### src/rtl/fdc_pkg.sv
package fdc_pkg;

    localparam int NUM_DRIVES = 2;
    localparam int CNT_W      = 2;

    localparam logic [4:0] OP_SPECIFY   = 5'h03;
    localparam logic [4:0] OP_SENSE_DRV = 5'h04;
    localparam logic [4:0] OP_RECAL     = 5'h07;
    localparam logic [4:0] OP_SENSE_INT = 5'h08;
    localparam logic [4:0] OP_SEEK      = 5'h0F;

    localparam logic [7:0] INVALID_RESULT = 8'h80;
    localparam logic [7:0] BLOCKED_READ   = 8'hFF;
    localparam logic [7:0] UNMAPPED_READ  = 8'h00;

    typedef enum logic [1:0] {
        PH_CMD  = 2'b00,
        PH_EXEC = 2'b01,
        PH_RES  = 2'b10
    } phase_e;

    typedef struct packed {
        logic [CNT_W-1:0] cmd_len;
        logic [CNT_W-1:0] res_len;
        logic             has_exec;
        logic             invalid;
    } cmd_info_t;

    function automatic cmd_info_t decode_op(input logic [7:0] first);
        cmd_info_t info;
        info = '{cmd_len: 2'd1, res_len: 2'd1, has_exec: 1'b0, invalid: 1'b1};
        case (first[4:0])
            OP_SPECIFY:   info = '{cmd_len: 2'd3, res_len: 2'd0, has_exec: 1'b0, invalid: 1'b0};
            OP_SENSE_DRV: info = '{cmd_len: 2'd2, res_len: 2'd1, has_exec: 1'b1, invalid: 1'b0};
            OP_RECAL:     info = '{cmd_len: 2'd2, res_len: 2'd0, has_exec: 1'b0, invalid: 1'b0};
            OP_SENSE_INT: info = '{cmd_len: 2'd1, res_len: 2'd2, has_exec: 1'b1, invalid: 1'b0};
            OP_SEEK:      info = '{cmd_len: 2'd3, res_len: 2'd0, has_exec: 1'b0, invalid: 1'b0};
            default:      ;
        endcase
        return info;
    endfunction

endpackage

### src/rtl/fdc_cmd_decode.sv
module fdc_cmd_decode
    import fdc_pkg::*;
(
    input  logic [7:0] first_byte,
    output cmd_info_t  info
);
    always_comb info = decode_op(first_byte);
endmodule

### src/rtl/fdc_phase_fsm.sv
module fdc_phase_fsm
    import fdc_pkg::*;
(
    input  logic             clk,
    input  logic             rst,
    input  logic             wr_acc,
    input  logic             rd_acc,
    input  logic             exec_done,
    input  cmd_info_t        dec_info,
    output phase_e           phase_q,
    output logic             cmd_busy,
    output logic             invalid_cmd,
    output logic [CNT_W-1:0] res_cnt
);
    logic [CNT_W-1:0] byte_cnt;
    cmd_info_t        info_q;
    cmd_info_t        cur_info;
    logic             last_cmd_byte;
    logic             last_res_byte;

    always_comb begin
        cur_info      = (byte_cnt == '0) ? dec_info : info_q;
        last_cmd_byte = (byte_cnt + 2'd1) == cur_info.cmd_len;
        last_res_byte = res_cnt == (info_q.res_len - 2'd1);
    end

    always_ff @(posedge clk) begin
        if (rst) begin
            phase_q  <= PH_CMD;
            byte_cnt <= '0;
            res_cnt  <= '0;
            info_q   <= '0;
        end else begin
            case (phase_q)
                PH_CMD: begin
                    if (wr_acc) begin
                        if (byte_cnt == '0) info_q <= dec_info;
                        if (last_cmd_byte) begin
                            byte_cnt <= '0;
                            res_cnt  <= '0;
                            if (cur_info.res_len != '0)
                                phase_q <= cur_info.has_exec ? PH_EXEC : PH_RES;
                        end else begin
                            byte_cnt <= byte_cnt + 2'd1;
                        end
                    end
                end
                PH_EXEC: begin
                    if (exec_done) phase_q <= PH_RES;
                end
                PH_RES: begin
                    if (rd_acc) begin
                        if (last_res_byte) begin
                            phase_q <= PH_CMD;
                            res_cnt <= '0;
                        end else begin
                            res_cnt <= res_cnt + 2'd1;
                        end
                    end
                end
                default: phase_q <= PH_CMD;
            endcase
        end
    end

    assign cmd_busy    = (phase_q != PH_CMD) || (byte_cnt != '0);
    assign invalid_cmd = info_q.invalid;
endmodule

### src/rtl/fdc_status_gen.sv
module fdc_status_gen
    import fdc_pkg::*;
(
    input  phase_e                phase_q,
    input  logic                  cmd_busy,
    input  logic [NUM_DRIVES-1:0] seek_active,
    output logic                  rqm,
    output logic                  dio,
    output logic [7:0]            status
);
    always_comb begin
        rqm    = (phase_q != PH_EXEC);
        dio    = (phase_q == PH_RES);
        status = {rqm, dio, 1'b0, cmd_busy, 2'b00, seek_active};
    end
endmodule

### src/rtl/fdc_phase_tracker.sv
module fdc_phase_tracker
    import fdc_pkg::*;
#(
    parameter int               ADDR_W      = 10,
    parameter logic [ADDR_W-1:0] STATUS_ADDR = 10'h3F4
) (
    input  logic                  clk,
    input  logic                  rst,
    input  logic [ADDR_W-1:0]     bus_addr,
    input  logic                  bus_rd,
    input  logic                  bus_wr,
    input  logic [7:0]            bus_wdata,
    output logic [7:0]            bus_rdata,
    input  logic                  exec_done,
    input  logic [NUM_DRIVES-1:0] seek_active,
    input  logic [7:0]            eng_res_data,
    output logic [CNT_W-1:0]      res_idx,
    output logic [7:0]            status_byte,
    output logic [1:0]            phase
);
    localparam logic [ADDR_W-1:0] DATA_ADDR = STATUS_ADDR + 1'b1;

    cmd_info_t dec_info;
    phase_e    phase_q;
    logic      cmd_busy, invalid_cmd, rqm, dio;
    logic      hit_data, hit_status, wr_acc, rd_acc;
    logic [7:0] res_byte;

    assign hit_data   = (bus_addr == DATA_ADDR);
    assign hit_status = (bus_addr == STATUS_ADDR);
    assign wr_acc     = bus_wr && hit_data && rqm && !dio;
    assign rd_acc     = bus_rd && hit_data && rqm && dio;

    fdc_cmd_decode u_dec (
        .first_byte (bus_wdata),
        .info       (dec_info)
    );

    fdc_phase_fsm u_fsm (
        .clk         (clk),
        .rst         (rst),
        .wr_acc      (wr_acc),
        .rd_acc      (rd_acc),
        .exec_done   (exec_done),
        .dec_info    (dec_info),
        .phase_q     (phase_q),
        .cmd_busy    (cmd_busy),
        .invalid_cmd (invalid_cmd),
        .res_cnt     (res_idx)
    );

    fdc_status_gen u_stat (
        .phase_q     (phase_q),
        .cmd_busy    (cmd_busy),
        .seek_active (seek_active),
        .rqm         (rqm),
        .dio         (dio),
        .status      (status_byte)
    );

    assign res_byte = invalid_cmd ? INVALID_RESULT : eng_res_data;

    always_comb begin
        if (hit_status)     bus_rdata = status_byte;
        else if (hit_data)  bus_rdata = (rqm && dio) ? res_byte : BLOCKED_READ;
        else                bus_rdata = UNMAPPED_READ;
    end

    assign phase = phase_q;
endmodule

### config.mk
export PLATFORM = sky130hd
export DESIGN_NAME = fdc_phase_tracker
export DESIGN_NICKNAME = d
export VERILOG_FILES = /design/src/rtl/fdc_pkg.sv /design/src/rtl/fdc_cmd_decode.sv /design/src/rtl/fdc_phase_fsm.sv /design/src/rtl/fdc_status_gen.sv /design/src/rtl/fdc_phase_tracker.sv
export SDC_FILE = /design/constraint.sdc
export NUM_CORES = 1
export LEC_CHECK = 0
export ABC_AREA = 1
export CAP_MARGIN = 40
export CORE_UTILIZATION = 47
export DETAILED_ROUTE_END_ITERATION = 12
export GPL_ROUTABILITY_DRIVEN = 0
export PLACE_DENSITY = 0.86
export SLEW_MARGIN = 20
export SYNTH_ARGS = -nofsm -noshare
export SYNTH_HDL_FRONTEND = slang
export SYNTH_HIERARCHICAL = 1
export SYNTH_SLANG_ARGS = --single-unit
### constraint.sdc
create_clock -name clk -period 2.7 [get_ports clk]
set_input_delay 0.54 -clock clk [delete_from_list [all_inputs] [get_ports clk]]
set_output_delay 0.54 -clock clk [all_outputs]
set_load 0.005 [all_outputs]
After elaboration in Yosys (flattened, before gate mapping)
Index checks and enable logic that the tools add are counted.
{"block": "word_totals", "register_bits": 12, "in_bits": 33, "output_inout_bits": 20, "word_cells": 68}
{"block": "classes", "add_sub_neg": 3, "n_eq_ne": 18, "n_mux": 20, "reduce_logical": 20}
{"op": "$mux W8", "count": 4}
{"op": "$mux W2", "count": 12}
{"op": "$pmux W6 S4", "count": 1}
{"op": "$eq A10 B10 Y1 const B", "count": 2}
{"op": "$ne A2 B1 Y1 const B", "count": 6}
{"op": "$eq A5 B3 Y1 const B", "count": 2}
{"op": "$eq A5 B4 Y1 const B", "count": 2}
{"op": "$reduce_bool A2 Y1", "count": 4}
{"op": "$logic_and A1 B1 Y1", "count": 7}
{"op": "$mux W6", "count": 1}
{"op": "$pmux W2 S3", "count": 1}
{"op": "$reduce_and A6 Y1", "count": 1}
{"op": "$eq A5 B2 Y1 const B", "count": 1}
{"op": "$add A2 B1 Y2 const B", "count": 2}
{"op": "$eq A2 B2 Y1", "count": 2}
{"op": "$logic_not A2 Y1", "count": 2}
{"op": "$pmux W2 S2", "count": 1}
{"op": "$reduce_and A4 Y1", "count": 1}
{"op": "$reduce_and A3 Y1", "count": 1}
{"op": "$eq A2 B1 Y1 const B", "count": 1}
{"op": "$eq A2 B2 Y1 const B", "count": 1}
{"op": "$ne A2 B2 Y1 const B", "count": 1}
{"op": "$reduce_and A2 Y1", "count": 1}
{"op": "$reduce_or A2 Y1", "count": 1}
{"op": "other kinds (3)", "count": 3}

Depth between registers and ports, before layout
Gate-level depths: netlist of run 1.
{"block": "depth", "ltp_word": 9, "mapped_depth": 16, "mapped_depth_nobuf": 16}

By module
The synthesis of run 1 kept the hierarchy.
{"mod": "fdc_phase_fsm", "instances": 1, "cells_each": 130, "area_per_inst_um2": 822.0}
{"mod": "fdc_phase_tracker", "instances": 1, "cells_each": 61, "area_per_inst_um2": 321.6}
{"mod": "fdc_cmd_decode", "instances": 1, "cells_each": 22, "area_per_inst_um2": 102.6}
{"mod": "fdc_status_gen", "instances": 1, "cells_each": 12, "area_per_inst_um2": 77.6}

Worst setup path after synthesis of run 1
OpenSTA, ideal clock, no wires.
{"block": "synth_path", "path_type": "input port to flip-flop", "start": "input port bus_addr[3]", "end": "register u_fsm.phase_q[0]", "setup_time_ps": 113, "arrival_time_ps": 1662, "path_slack_ps": 925, "cell_stages": 14, "cell_sequence": "inv_1 -> nand2_1 -> nor2_4 -> nand3_1 -> nor2_1 -> inv_1 -> nand2_2 -> nand2_1 -> inv_1 -> nand2_1 -> nor2_1 -> nand4_1 -> nand2_1 -> nor2_1"}
{"block": "synth_via", "elab_chain_len": 6}
{"item": "start, declared", "line": "fdc_phase_tracker.sv:9", "source": "input logic [ADDR_W-1:0] bus_addr,"}
{"item": "$eq A10 B10 Y1", "line": "fdc_phase_tracker.sv:29", "source": "assign hit_data = (bus_addr == DATA_ADDR);"}
{"item": "$logic_and A1 B1 Y1 (3 in a row)", "line": "fdc_phase_tracker.sv:31", "source": "assign wr_acc = bus_wr && hit_data && rqm && !dio;"}
{"item": "via wr_acc", "line": "fdc_phase_tracker.sv:26", "source": "logic hit_data, hit_status, wr_acc, rd_acc;"}
{"item": "$ne A2 B1 Y1 (no source line)"}
{"item": "$reduce_and A6 Y1 (no source line)"}
{"item": "end signal, assigned", "line": "fdc_phase_fsm.sv:42", "source": "phase_q <= cur_info.has_exec ? PH_EXEC : PH_RES;"}
{"item": "end, declared", "line": "fdc_phase_fsm.sv:10", "source": "output phase_e phase_q,"}
The timed path passes the listed nets, and every way through them passes these cells.
A chain may end at the register's enable or synchronous reset.

Worst setup path after layout of run 1
{"block": "layout_path", "start": "input port bus_addr[0]", "end": "output port bus_rdata[1]"}
{"block": "layout_via", "elab_chain_len": 3}
{"item": "$eq A10 B10 Y1", "line": "fdc_phase_tracker.sv:29"}
{"item": "$mux W8", "line": "fdc_phase_tracker.sv:65", "source": "else if (hit_data) bus_rdata = (rqm && dio) ? res_byte : BLOCKED_READ;"}
{"item": "$mux W8 (*)", "line": "fdc_phase_tracker.sv:64", "source": "if (hit_status) bus_rdata = status_byte;"}
{"item": "end, declared", "line": "fdc_phase_tracker.sv:13", "source": "output logic [7:0] bus_rdata,"}
Mark *: on every way between the ends. The rest lies on a longest branch, timed or not.

==> summary.md, run 1 <==
| Metric | Value |
|---|---|
| Cell variety after synth | `27` |
| Total negative slack | `0 ps` |
| Worst Skew | `2.29 ps` |
| Nets | `304` |
| Total core area | `0.00257 sq mm` |
| Seq/Total Area, Yosys | `0.181` |
| FF-to-FF path depth | `9` |
| Ports | `53` |
| H-tree levels | `1` |
| Share of the synthesized area in the top cell type | `0.187` |
| Layout cells sized above 1 | `0.150` |
| Post-route minimum period | `2600 ps` |
| Final setup fails | `0` |
| Number of port buffers | `46` |
| Synthesis-stage register bit count | `12` |
| Max-cap violations | `0` |
| Total CTS buffers | `3` |
| First-pass GRT wire length | `4890 um` |
| Initial antenna violation count | `0` |
| Leakage | `0.813 nW` |
| Hold Path Class | `reg2reg` |
| GRT Total Usage | `0.221` |
| RSZ-0062 raised after global routing | `no` |
| CP max FO | `9` |
| Drt drc | `0` |
| DP Wirelength | `2510 um` |
| Ant diodes | `0` |
| WL/cell | `10.5 um` |
| Antenna Nets Post-Route | `0` |
| Detailed Routing Iterations Pass 1 | `4` |
| Final setup margin | `97.8 ps` |
| Post-Route WL | `3130 um` |
| Fmax | `0.384 GHz` |
| CTS tree | `done` |
| Post-CTS setup buffers | `0` |
| Post_cts resized | `0` |
| Maximum vdd drop | `0.000428 V` |
| Vias in the first global route | `1194` |
| Crit-path slowest cell | `clkdlybuf4s50_1` |
| Via count | `1481` |
| Adder-cell area share of the yosys netlist | `0.0189` |
| Ys Warns | `6` |
| Most frequent cells in the layout | `nand2_1 (66), clkdlybuf4s50_1 (46), inv_1 (27)` |
| CTS clk-pin slew, worst paths | `70 ps` |
| Gate count of the mapped netlist | `225` |
| Mean area per synthesized cell | `5.88 sq um` |
| Site Rows | `18` |
| Critical-path cell list | `clkdlybuf4s50_1 > nand2_1 > nor2_4 > nand4_1 > nand2_1 > clkdlybuf4s50_1` |
| Remaining global-route overflow | `0` |
| CP Data Arrival Time | `2060 ps` |
| Crit. Startpoint | `bus_addr[0]` |
| Starting Density | `0.516` |
| Top cells by area, synth | `nand2_1 (19%), dfxtp_1 (18%), nand4_1 (9.0%)` |
| Num Clock Sinks | `12` |
| Hold_buf cts | `0` |
| Worst Setup End Kind | `output pin` |
| Final critical-path share of the clock period | `0.964` |
| Max Slew Vio Count | `0` |
| Die Wd | `55.1 um` |
| Number of vias per cell | `4.99` |
| Synth area leader | `nand2_1` |
| Crit path to | `bus_rdata[1]` |
| Worst EP required | `2160 ps` |
| Area growth, synth to finish | `34.2%` |
| Complex-gate fraction of the synthesized area | `0.0860` |
| Commonest non-fill, non-tap cell in the layout | `nand2_1` |
| CP Class | `in2out` |
| Worst hold slack | `458 ps` |
| Post-place setup slack | `91.5 ps` |
| CP startpoint kind | `input pin` |
| R2r startpoint | `u_fsm/phase_q[1]` |
| DRT iter0 DRCs | `31` |
| FF-to-FF setup slack | `920 ps` |
| R2R Path End | `u_fsm/invalid_cmd` |
| Max stage delay on crit path | `510 ps` |
| Worst-Skew Late Latency | `270 ps` |
| Multiplexer share of the synthesized area | `0` |
| Largest net degree at the start of global routing | `18` |
| CTS root buf | `clkbuf_4` |
| Die area | `0.00303 sq mm` |
| Maximum clock path buffer count | `2` |
| Fin. Hold Viols | `0` |
| Outcome | `completed` |
| Die Y-Extent | `55.1 um` |
| Synth Area in Simple Gates | `0.534` |
| Largest family of logic cells by synthesized area | `simple AND/OR/NAND/NOR gates` |
| Power density cells | `446 mW/mm^2` |
| Post-Syn Area | `0.00132 sq mm` |
| XOR/XNOR Fraction of Synth Area | `0.00662` |
worst max-delay path, delay by kind of cell:
kind                   cells  cell delay, ps
buffers and inverters      2            1000
and+or+nand+nor            4             510
state kept, by name (all words and copies together) (netlist names):
register	cells
u_fsm/invalid_cmd	1
u_fsm/phase_q	2
u_fsm/byte_cnt	2
u_fsm/res_cnt	2
u_fsm/info_q	5
layout make-up:
type | count | area (sq um)
Fill cell | 231 | 791
Clock buffer | 3 | 22.5
Tap cell | 30 | 37.5
Multi-Input combinational cell | 167 | 866
Inverter | 38 | 143
Timing Repair Buffer | 47 | 468
Sequential cell | 12 | 240
kinds of logic after synthesis:
kind of cell             Yosys count
buffers and inverters             48
AO/OA/AOI/OAI                     20
AND/OR/NAND/NOR                  141
XOR/XNOR                           1
other                              1
adder cells (fa/ha/maj)            2
flip-flops                        12
through the flow:
step | instances | power [mW] | utilization | cell area (sq um)
floorplan | 227 | 0.542 | - | 1330
global placement | 294 | 0.675 | 0.683 | 1750
detailed placement | 294 | 0.682 | 0.683 | 1750
CTS | 297 | 0.796 | 0.692 | 1780
global route | 297 | 0.863 | 0.692 | 1780
finish | 297 | 0.792 | 0.692 | 1780
per-layer routing:
metal	global-route usage	share of wire	vias to the layer above
met2	0.402	0.45	46
met5	0	0	-
met3	0.0383	0.076	4
met4	0.0625	0.0086	0
met1	0.261	0.46	631
li1	-	-	800
synth_stat cells, drive strengths merged:
cell type	count
a211oi	3
a21oi	7
a31oi	2
buf	10
clkinv	2
conb	1
dfxtp	12
ha	2
inv	36
nand2	77
nand3	11
nand3b	3
nand4	19
nor2	29
nor3	1
o21ai	8
or2	1
xnor2	1
power by group:
group | leakage [nW] | total [mW] | switching, mW | internal (mW)
registers | 0.0968 | 0.206 | 0.0171 | 0.189
logic | 0.703 | 0.473 | 0.266 | 0.208
clock network | 0.0138 | 0.112 | 0.0607 | 0.0517
worst min-delay path by stage:
stage	slack (ps)	depth (start not counted)	start	endpoint
global placement	440	2	u_fsm/info_q[1]	u_fsm/info_q[1]
finish	460	2	u_fsm/info_q[1]	u_fsm/info_q[1]
CTS	470	2	u_fsm/info_q[1]	u_fsm/info_q[1]
detailed placement	450	2	u_fsm/info_q[1]	u_fsm/info_q[1]
floorplan	420	2	u_fsm/info_q[1]	u_fsm/info_q[1]
global route	480	2	u_fsm/byte_cnt[1]	u_fsm/byte_cnt[1]
Note: power is estimated with default switching activity, not from simulation.
==> inputs of run 2 (changes only) <==
Settings changed: CELL_PAD_IN_SITES_DETAIL_PLACEMENT set to 0, CELL_PAD_IN_SITES_GLOBAL_PLACEMENT set to 1, CORE_UTILIZATION 47 to 31, CTS_CLUSTER_SIZE set to 40.
==> summary.md, run 2 (synthesis results as in run 1) <==
| Metric | Value |
|---|---|
| Crit-path leading delay family | `buffers and inverters` |
| Crit-path slowest cell | `clkdlybuf4s50_1` |
| R2r startpoint | `u_fsm/phase_q[1]` |
| R2R Path End | `u_fsm/res_cnt[1]` |
| Most frequent cells in the layout | `nand2_1 (64), clkdlybuf4s50_1 (46), inv_1 (27)` |
| CTS root buf | `clkbuf_8` |
| Power density cells | `470 mW/mm^2 (+5.5%)` |
| CTS tree | `done` |
| Crit path to | `bus_rdata[4]` |
| Die area | `0.00454 sq mm (+50%)` |
| Leakage | `0.852 nW (+4.7%)` |
| H-tree levels | `1 (unchanged)` |
| Ant diodes | `0 (unchanged)` |
| Via count | `1502 (+1.4%)` |
| First-pass GRT wire length | `5450 um (+11%)` |
| Worst-Skew Late Latency | `240 ps (-30 ps)` |
| Reg with most FFs | `u_fsm/info_q` |
| Area growth, synth to finish | `41.8%` |
| Max-cap violations | `0 (unchanged)` |
| CP Depth | `7 (+1)` |
| Maximum vdd drop | `0.000213 V (-50%)` |
| Remaining global-route overflow | `0 (unchanged)` |
| Commonest non-fill, non-tap cell in the layout | `nand2_1` |
| Total core area | `0.00406 sq mm (+58%)` |
| Final critical-path share of the clock period | `0.965 (+0.00148)` |
| CP Data Arrival Time | `2070 ps (about the same)` |
| Number of vias per cell | `4.65 (-6.7%)` |
| Placed Cells | `314 (+6.8%)` |
| Site Rows | `23 (+5)` |
| Vias in the first global route | `1327 (+11%)` |
| CP Class | `in2out` |
| Number of port buffers | `46 (unchanged)` |
| Fmax | `0.384 GHz (-0.15%)` |
| Detailed Routing Iterations Pass 1 | `4 (unchanged)` |
| Layout Cells excl Fill | `323 (+8.8%)` |
| Outcome | `completed` |
| Post-Route WL | `3440 um (+9.9%)` |
| Starting Density | `0.326 (-0.189)` |
| Drt drc | `0 (unchanged)` |
| Nets | `309 (+1.6%)` |
| Final setup fails | `0 (unchanged)` |
| Max stage delay on crit path | `490 ps (-20 ps)` |
| Antenna Nets Post-Route | `0 (unchanged)` |
| Maximum clock path buffer count | `2 (unchanged)` |
| DP Wirelength | `2550 um (+1.6%)` |
| Initial antenna violation count | `0 (unchanged)` |
| Worst EP required | `2160 ps (about the same)` |
| Post-route minimum period | `2610 ps (+3.98 ps)` |
| DRT iter0 DRCs | `47 (+52%)` |
| CP bufs+invs | `3 (+1)` |
| CTS clk-pin slew, worst paths | `60 ps (about the same)` |
| Placed inst area | `0.00178 sq mm (+1.4%)` |
| Hold Path Class | `reg2reg` |
| Worst path most repeated cell | `clkdlybuf4s50_1` |
| Num Clock Sinks | `12 (unchanged)` |
| Max reg flops | `5 (unchanged)` |
| Total negative slack | `0 ps (unchanged)` |
| Ports | `53 (unchanged)` |
| Overall Power | `0.883 mW (+11%)` |
| WL/cell | `10.6 um (+1.1%)` |
| Max Slew Vio Count | `0 (unchanged)` |
| GRT Total Usage | `0.154 (-0.0668)` |
| Worst Skew | `1.94 ps (-0.350 ps)` |
| Total CTS buffers | `3 (unchanged)` |
| Die Y-Extent | `67.3 um (+22%)` |
| FF-to-FF path depth | `11 (+2)` |
| Fin. Hold Viols | `0 (unchanged)` |
| CP max FO | `8 (-1)` |
| Worst Setup End Kind | `output pin` |
| CP startpoint kind | `input pin` |
| Die Wd | `67.3 um (+22%)` |
| Crit. Startpoint | `bus_addr[7]` |
| Critical-path cell list | `clkdlybuf4s50_1 > nand2_2 > nor2_8 > clkbuf_4 > nand4_1 > nand2_1 > clkdlybuf4s50_1` |
| Layout cells sized above 1 | `0.179 (+0.0297)` |
| RSZ-0062 raised after global routing | `no` |
| FF-to-FF setup slack | `960 ps (+40 ps)` |
| Largest net degree at the start of global routing | `18 (unchanged)` |
| Non-Filler Cell Area, Final | `0.00188 sq mm (+5.6%)` |
-- run 2: cell types whose count changed in the layout (fill, tap and decap cells not counted), sizes merged --
cell and delta:
buf +3, clkbuf +2, nor2 +1
-- run 2: repair_timing --
| item | in CTS | in global routing |
|---|---|---|
| buffers inserted | 0 | 4 |
| setup endpoints to repair | 0 | 8 |
| hold buffers | 0 | 0 |
| hold endpoints to repair | 0 | 0 |
| gates resized for setup | 0 | 4 |
-- run 2: layout make-up --
type / instances / area (sq um)
clock buffer: 4 / 55.1
timing repair buffer: 51 / 498
inverter: 38 / 143
fill: 435 / 2180
tap: 50 / 62.6
sequential: 12 / 241
multi-input combinational: 168 / 877
-- run 2: layer usage --
metal / global-route usage / vias up / routed length (um)
li1: - / 805 / -
met1: 0.184 / 646 / 1600
met2: 0.281 / 51 / 1570
met3: 0.0236 / 0 / 262
met4: 0.0399 / 0 / 0
met5: 0 / - / 0
-- run 2: how the worst min path moves through the flow --
stage	start	to	slack, ps	cells past startpoint
6_report	u_fsm/info_q[1]	u_fsm/info_q[1]	450	2
5_1_grt	u_fsm/byte_cnt[1]	u_fsm/byte_cnt[1]	500	2
4_1_cts	u_fsm/info_q[1]	u_fsm/info_q[1]	460	2
3_5_place_dp	u_fsm/info_q[1]	u_fsm/info_q[1]	450	2
3_3_place_gp	u_fsm/info_q[1]	u_fsm/info_q[1]	440	2
2_1_floorplan	u_fsm/info_q[1]	u_fsm/info_q[1]	420	2
-- run 2: per-stage QoR --
stage / utilization / setup WS [ps] / hold slack [ps]
final: 0.463 / 93.8 / 451
after CTS: 0.452 / 57.5 / 457
after global placement: 0.438 / 110 / 439
after floorplan: - / 925 / 424
after detailed placement: 0.438 / 107 / 448
after global routing: 0.463 / 0.480 / 497
-- run 2: report_power, final --
part	internal (mW)	switching (mW)
Combinational	0.203	0.260
Clock	0.129	0.0721
Sequential	0.191	0.0284
-- run 2: worst reg2reg max path, delay by kind of cell, from the launching register on --
family                 cells  cell delay [ps]
flip-flops                 1              440
AO/OA/AOI/OAI              1              140
AND/OR/NAND/NOR            7              760
buffers and inverters      3              320
